==> config.mk <==
export PLATFORM = sky130hd
export DESIGN_NAME = sram_blk_gate
export DESIGN_NICKNAME = d
export VERILOG_FILES = /design/src/rtl/sbg_pkg.sv /design/src/rtl/sbg_addr_split.sv /design/src/rtl/sbg_vec_bank.sv /design/src/rtl/sram_blk_gate.sv
export SDC_FILE = /design/constraint.sdc
export NUM_CORES = 2
export LEC_CHECK = 0
export ABC_AREA = 1
export BUFFER_PORTS_ARGS = -buffer_cell sky130_fd_sc_hd__buf_2
export CAP_MARGIN = 5
export CORE_MARGIN = 4
export CORE_UTILIZATION = 45
export DETAILED_ROUTE_END_ITERATION = 12
export GPL_TIMING_DRIVEN = 1
export HOLD_SLACK_MARGIN = 0.06
export SLEW_MARGIN = 20
export SYNTH_ARGS = -nofsm -noshare
export SYNTH_HDL_FRONTEND = slang
export SYNTH_HIERARCHICAL = 1
export SYNTH_SLANG_ARGS = --single-unit
==> constraint.sdc <==
create_clock -name clk -period 4.83 [get_ports clk]
set_clock_uncertainty 0.1 [all_clocks]
set_input_delay 0.483 -clock clk [delete_from_list [all_inputs] [get_ports clk]]
set_output_delay 0.483 -clock clk [all_outputs]
set_load 0.01 [all_outputs]
==> src/rtl/sbg_pkg.sv <==
package sbg_pkg;
    localparam int VEC_W = 32;
    localparam int BIT_W = $clog2(VEC_W);

    typedef struct packed {
        logic [VEC_W-1:0] rdata;
        logic             permit;
        logic             illegal;
    } gate_st_t;
endpackage

==> src/rtl/sbg_addr_split.sv <==
module sbg_addr_split #(
    parameter int OFS_W     = 18,
    parameter int BLK_SHIFT = 8,
    parameter int BIT_W     = 5,
    parameter int IDX_W     = 5
) (
    input  logic [OFS_W-BLK_SHIFT-1:0] ofs_hi,
    output logic [IDX_W-1:0]           reg_idx,
    output logic [BIT_W-1:0]           bit_idx
);
    always_comb begin
        bit_idx = ofs_hi[BIT_W-1:0];
        reg_idx = ofs_hi[BIT_W +: IDX_W];
    end
endmodule

==> src/rtl/sbg_vec_bank.sv <==
module sbg_vec_bank #(
    parameter int N_REGS = 24,
    parameter int VEC_W  = 32,
    parameter int BIT_W  = 5,
    parameter int IDX_W  = 5
) (
    input  logic             clk,
    input  logic             rst_n,
    input  logic             wr_en,
    input  logic [IDX_W-1:0] wr_idx,
    input  logic [VEC_W-1:0] wr_data,
    input  logic [IDX_W-1:0] rd_idx,
    output logic [VEC_W-1:0] rd_data,
    input  logic [IDX_W-1:0] lk_idx,
    input  logic [BIT_W-1:0] lk_bit,
    output logic             lk_secure
);
    localparam int SEL_W = (N_REGS > 1) ? $clog2(N_REGS) : 1;
    localparam logic [IDX_W:0] LIM = N_REGS[IDX_W:0];

    typedef struct packed {
        logic [N_REGS-1:0][VEC_W-1:0] vec;
    } bank_st_t;

    bank_st_t st_d, st_q;

    always_comb begin
        st_d = st_q;
        if (wr_en && ({1'b0, wr_idx} < LIM)) begin
            st_d.vec[wr_idx[SEL_W-1:0]] = wr_data;
        end
        rd_data = ({1'b0, rd_idx} < LIM) ? st_q.vec[rd_idx[SEL_W-1:0]] : '0;
        if ({1'b0, lk_idx} < LIM) begin
            lk_secure = st_q.vec[lk_idx[SEL_W-1:0]][lk_bit];
        end else begin
            lk_secure = 1'b1;
        end
    end

    always_ff @(posedge clk or negedge rst_n) begin
        if (!rst_n) begin
            st_q <= '1;
        end else begin
            st_q <= st_d;
        end
    end
endmodule

==> src/rtl/sram_blk_gate.sv <==
module sram_blk_gate
    import sbg_pkg::*;
#(
    parameter int BANK0_REGS = 24,
    parameter int BANK1_REGS = 8,
    parameter int OFS_W      = 18,
    parameter int BLK_SHIFT  = 8,
    parameter int CFG_AW     = 8
) (
    input  logic              clk,
    input  logic              rst_n,
    input  logic              cfg_en,
    input  logic              cfg_wr,
    input  logic              cfg_secure,
    input  logic [CFG_AW-1:0] cfg_addr,
    input  logic [VEC_W-1:0]  cfg_wdata,
    output logic [VEC_W-1:0]  cfg_rdata,
    input  logic              chk_valid,
    input  logic              chk_bank,
    input  logic [OFS_W-1:0]  chk_offset,
    input  logic              chk_secure,
    output logic              chk_permit,
    output logic              chk_illegal
);
    localparam int IDX_W = OFS_W - BLK_SHIFT - BIT_W;
    localparam int N_BANKS = 2;

    gate_st_t st_d, st_q;

    logic                               cfg_bank;
    logic [IDX_W-1:0]                   cfg_idx;
    logic                               wr_ok;
    logic [IDX_W-1:0]                   lk_idx;
    logic [BIT_W-1:0]                   lk_bit;
    logic [N_BANKS-1:0][VEC_W-1:0]      bank_rd;
    logic [N_BANKS-1:0]                 bank_sec;
    logic                               unused_low_bits;

    assign cfg_bank        = cfg_addr[CFG_AW-1];
    assign cfg_idx         = cfg_addr[2 +: IDX_W];
    assign wr_ok           = cfg_en && cfg_wr && cfg_secure;
    assign unused_low_bits = ^{cfg_addr[1:0], chk_offset[BLK_SHIFT-1:0]};

    sbg_addr_split #(
        .OFS_W(OFS_W), .BLK_SHIFT(BLK_SHIFT), .BIT_W(BIT_W), .IDX_W(IDX_W)
    ) u_split (
        .ofs_hi (chk_offset[OFS_W-1:BLK_SHIFT]),
        .reg_idx(lk_idx),
        .bit_idx(lk_bit)
    );

    for (genvar g = 0; g < N_BANKS; g++) begin : g_bank
        localparam int CNT = (g == 0) ? BANK0_REGS : BANK1_REGS;
        sbg_vec_bank #(
            .N_REGS(CNT), .VEC_W(VEC_W), .BIT_W(BIT_W), .IDX_W(IDX_W)
        ) u_bank (
            .clk      (clk),
            .rst_n    (rst_n),
            .wr_en    (wr_ok && (cfg_bank == 1'(g))),
            .wr_idx   (cfg_idx),
            .wr_data  (cfg_wdata),
            .rd_idx   (cfg_idx),
            .rd_data  (bank_rd[g]),
            .lk_idx   (lk_idx),
            .lk_bit   (lk_bit),
            .lk_secure(bank_sec[g])
        );
    end

    always_comb begin
        st_d = st_q;
        if (cfg_en && !cfg_wr) begin
            st_d.rdata = cfg_secure ? bank_rd[cfg_bank] : '0;
        end
        st_d.permit  = chk_valid && (chk_secure || !bank_sec[chk_bank]);
        st_d.illegal = chk_valid && !chk_secure && bank_sec[chk_bank];
    end

    always_ff @(posedge clk or negedge rst_n) begin
        if (!rst_n) begin
            st_q <= '0;
        end else begin
            st_q <= st_d;
        end
    end

    assign cfg_rdata   = st_q.rdata;
    assign chk_permit  = st_q.permit;
    assign chk_illegal = st_q.illegal;
endmodule

After elaboration in Yosys (flattened, before gate mapping)
Index checks and enable logic that the tools add are counted.
Widths: inputs -> output; s select.
- flip-flop bits (word level): 1058
- input bits: 66
- output and inout bits: 34
- order comparisons: 13
- multiplexer cells: 27
- bitwise logic cells: 1
- reductions and logical operators: 16
- operators with widths (operator ; count):
    $bwmux 768 ; 1
    $mux 32 ; 11
    $bmux 32 s5 ; 2
    $bwmux 256 ; 1
    $bmux 32 s3 ; 2
    $demux 32 s5 ; 1
    $demux 32 s3 ; 1
    $lt 5x6->1 const B ; 3
    $logic_and 1x1->1 ; 12
    $bmux 1 s5 ; 2
    $lt 5x4->1 const B ; 2
    $lt 5x5->1 const B ; 2
    $lt 3x4->1 const B ; 2
    $mux 1 ; 6
    $ge 5x1->1 const B ; 1
    $lt 1x2->1 const B ; 2
    $ge 3x1->1 const B ; 1
    $logic_not 1->1 ; 3
    $logic_or 1x1->1 ; 1
    $not 1->1 ; 1

Depth between registers and ports, before layout
- word-level depth: 10
- mapped depth: 23

By module
The synthesis kept the hierarchy.
- modules (own cells, without submodules) (module ; instances ; cells each ; area an instance (um^2) ; sequential area each (um^2)):
    sbg_vec_bank at g_bank[0].u_bank ; 1 ; 5554 ; 43023.8 ; 20179.4
    sbg_vec_bank at g_bank[1].u_bank ; 1 ; 1943 ; 14308.7 ; 6726.5
    sram_blk_gate ; 1 ; 256 ; 1731.7 ; 850.8
    sbg_addr_split ; 1 ; 10 ; 75.1 ; 0.0

Worst setup path before layout
No wires, ideal clock.
- path kind: input port to flip-flop
- start: input chk_offset[13]
- end: register st_q (netlist bit chk_illegal)
- data arrival time: 2.144 ns
- data required time: 4.659 ns
- path slack: 2.515 ns
- stages on the path: 23
- path buffers: 4
- cells stage by stage: buf_4 > buf_2 > inv_2 > buf_2 > buf_2 > nand2_1 > nand3_1 > nand3_1 > nand3_1 > nand2_1 > inv_1 > nand2_1 > nand2_1 > nand2_1 > nand3_1 > nand3_1 > nand3_1 > nand2_1 > nand2_1 > nand2_1 > nand2_1 > nand2_1 > nor2_1
- RTL lines (element ; RTL line ; RTL):
    start: declaration ; sram_blk_gate.sv:20 ; input logic [OFS_W-1:0] chk_offset,
    end signal: assignment ; sram_blk_gate.sv:83 ; st_q <= st_d;
    end: declaration ; sram_blk_gate.sv:28 ; gate_st_t st_d, st_q;

==> reports/qor.csv <==
stage,metric,value,unit
status,status,finished clean,
cts,Setup Buffers After CTS,0,
cts,register clock-pin slew on the reported worst setup and hold paths,0.06,ns
cts,worst skew pair latency,0.75,ns
power,PD cells,338.0,nW/µm²
drt,antenna-violating nets left,0,
min_path,Min-Delay Path Class,in2async,
setup_path,"critical path fanouts, max",106,
setup_path,Setup crit start kind,primary input,
floorplan,die span in y,370.5,µm
timing,final setup fails,0,
layout,nets,7511,
synthesis,"FF+latch count, synth",1058,
placement,IO Port Bufs,89,
floorplan,Initial Util,45.50,%
floorplan,Die X,370.5,µm
synthesis,top-count cell post-synth,nand2_1,
cts,Root Buffer,clkbuf_16,
drt,Vias,55360,
grt,All-Layer GR Usage,30.63,%
cts,post-cts sizing count,0,
placement,placed cells,9032,
timing,Max Slew Vio Count,0,
grt,first-pass GRT wire length,326000,µm
synthesis,number of enable flip-flop cells after synthesis,0,
grt,vias in the first global route,52590,
setup_path,WP data required,5.34,ns
placement,post-DP HPWL,119000,µm
timing,"Hold Violations, Final",0,
setup_path,Critical R2R Launch,g_bank[0].u_bank/st_q[264],
power,Static Leak,0.02469,µW
synthesis,"Avg Cell Area, Syn",7.618,µm²
drt,drt pass-1 iters,8,
synthesis,Post-Syn Instances,7763,
layout,"Area growth, synth to finish",9.483,%
timing,relative slew slack,25.75,%
synthesis,"Cell Area, Synth",59140,µm²
setup_path,Critical Path Source,chk_offset[13],
layout,share of layout cells above drive strength 1,20.13,%
synthesis,leading post-synthesis cells by cell area,"dfstp_2 45%, nand2_1 17%, o21ai_0 9.2%",
layout,Fill cells,12700,
floorplan,FP Rows,132,
cts,CTS H-tree lvls,3,
cts,hold_buf cts,35,
synthesis,largest area contributor in the synthesized netlist,dfstp_2,
timing,Worst Max-Slew Pin Slew,1.113,ns
power,Max VDD drop,294.5,µV
run,Max Cap Violations,0,
cts,CTS max path bufs,3,
synthesis,asr flop ratio synth,100.0,%
setup_path,Setup CP Type,in2reg,
drt,WL per Instance,23.13,µm
timing,Fmax,276.6,MHz
timing,Final min period,3.615,ns
timing,post-route clock period utilization,74.85,%
drt,Vias/cell,5.960,
timing,RSZ-0062 raised after global routing,false,
setup_path,CP endpoint kind,register,
placement,GP Congestion,0.8515,
floorplan,Core Region,130000,µm²
grt,GRT overflow,0,
floorplan,die area,137300,µm²
timing,Fin Setup TNS,0,ns
setup_path,critical path arrival,4.12,ns
synthesis,post-synth top area share,45.50,%
synthesis,"Primary FF master, synth",dfstp_2,
cts,clk sinks,1058,
synthesis,Synth cell types,34,
synthesis,number of warnings issued by yosys,6,
synthesis,sequential share of the synthesized area,46.93,%
cts,CTS tree,yes,
grt,initial antenna violation count,2,
floorplan,I/O pin cnt,100,
grt,largest net degree at the start of global routing,161,
layout,Final Non-Filler Cells,9290,
synthesis,Mapped Nets,7829,
drt,final WL,214800,µm
cts,Num CTS Buffers,118,
synthesis,Synth top cells by count,"2655 x nand2_1, 1087 x o21ai_0, 1024 x dfstp_2",
drt,Iter 0 DRT Violations,6324,
drt,drc violations,0,
[final timing paths]
kind	to	slack [ns]	depth (start not counted)
max in group asynchronous	cfg_rdata[22]	3.65	2
hold / removal	g_bank[0].u_bank/st_q[616]	0.09	1
min in group clk	cfg_rdata[16]	0.17	4
hold reg to reg	cfg_rdata[28]	0.37	2
setup / recovery	chk_permit	1.21	21
setup reg to reg	chk_permit	1.54	18
[worst max-delay path, cell delays in order]
cell and delay (ns):
buf_8 0.17, inv_8 0.29, buf_12 0.49, nand2_1 0.10, nand3_1 0.09, nand3_1 0.12
nand3_1 0.11, nand2_1 0.06, inv_1 0.07, nand2_1 0.09, nand2_1 0.12, nand2_1 0.06
nand3_1 0.13, nand3_1 0.16, nand3_1 0.22, nand2_1 0.12, nand2_1 0.14, nand2_1 0.07
nand2_1 0.20, a21oi_1 0.12, dlygate4sd3_1 0.57
[stage by stage]
| stage | util [%] | area (µm²) | hold slack (ns) | total power, µW | worst slack (ns) |
|---|---|---|---|---|---|
| 2_1_floorplan | - | 59140 | 0.08741 | 11530 | 2.515 |
| 3_3_place_gp | 46.46 | 60380 | 0.3606 | 12550 | 1.159 |
| 3_5_place_dp | 46.46 | 60380 | 0.3605 | 12590 | 1.146 |
| 4_1_cts | 49.81 | 64740 | 0.09646 | 22010 | 1.410 |
| 5_1_grt | 49.81 | 64740 | 0.1502 | 22750 | 1.150 |
| 6_report | 49.81 | 64750 | 0.09249 | 21880 | 1.215 |
[cells in the final DEF (no fill, tap or decap), types with 9 or more instances in the layout]
cell / instances
a31oi_1: 32
o221a_2: 9
clkbuf_1: 24
nand3_1: 902
a21oi_1: 141
bufinv_16: 9
mux2i_1: 119
dfstp_2: 1024
nand2_4: 12
inv_2: 9
o21ai_1: 298
o211ai_1: 72
o21ai_0: 1087
a32oi_1: 64
o221ai_1: 119
o21bai_1: 9
buf_12: 46
nor2_1: 277
nand4_4: 18
buf_4: 97
dfrtp_1: 34
inv_1: 154
nor3_4: 9
clkbuf_8: 32
buf_2: 80
nand2_1: 2651
clkinv_2: 29
clkbuf_16: 120
dlygate4sd3_1: 35
[state kept, by name, summed over array words and instances (netlist names)]
signal / count
chk_illegal: 1
cfg_rdata: 32
g_bank.u_bank/st_q: 1024
chk_permit: 1
[report_power, final]
group | leakage, µW | internal, µW | total (µW) | switching [µW]
clock | 0.00200 | 5500 | 9330 | 3830
sequential | 0.0110 | 9570 | 9860 | 291
combinational | 0.0116 | 789 | 2690 | 1900
[layer usage]
| metal | vias up | GRT usage [%] | share of wire [%] |
|---|---|---|---|
| li1 | 25510 | - | - |
| met1 | 26770 | 41.92 | 42 |
| met2 | 2643 | 48.69 | 45 |
| met3 | 448 | 5.376 | 9.1 |
| met4 | 0 | 11.42 | 3.5 |
| met5 | - | 0 | 0 |
[final cells by class]
type	instances	area [µm²]	share of cell area, %
Multi-Input combinational cell	5833	27640	42.69
Sequential cell	1058	27760	42.87
Clock inverter	44	473.0	0.7305
Tap cell	1742	2180	3.366
Inverter	170	670.6	1.036
Timing Repair Buffer	264	2486	3.840
Clock buffer	176	3533	5.457
Antenna cell	3	7.507	0.01159
[logic make-up (layout without fill, tap and decap cells)]
kind of cell | Yosys count | in the layout | synth area share [%]
and+or+nand+nor | 3882 | 3882 | 27.29
AOI/OAI and AO/OA | 1832 | 1832 | 17.19
DFF | 1058 | 1058 | 46.93
buffers and inverters | 872 | 654 | 6.569
muxes | 119 | 119 | 2.014
other | 0 | 3 | 0
Note: power is estimated with default switching activity, not from simulation.
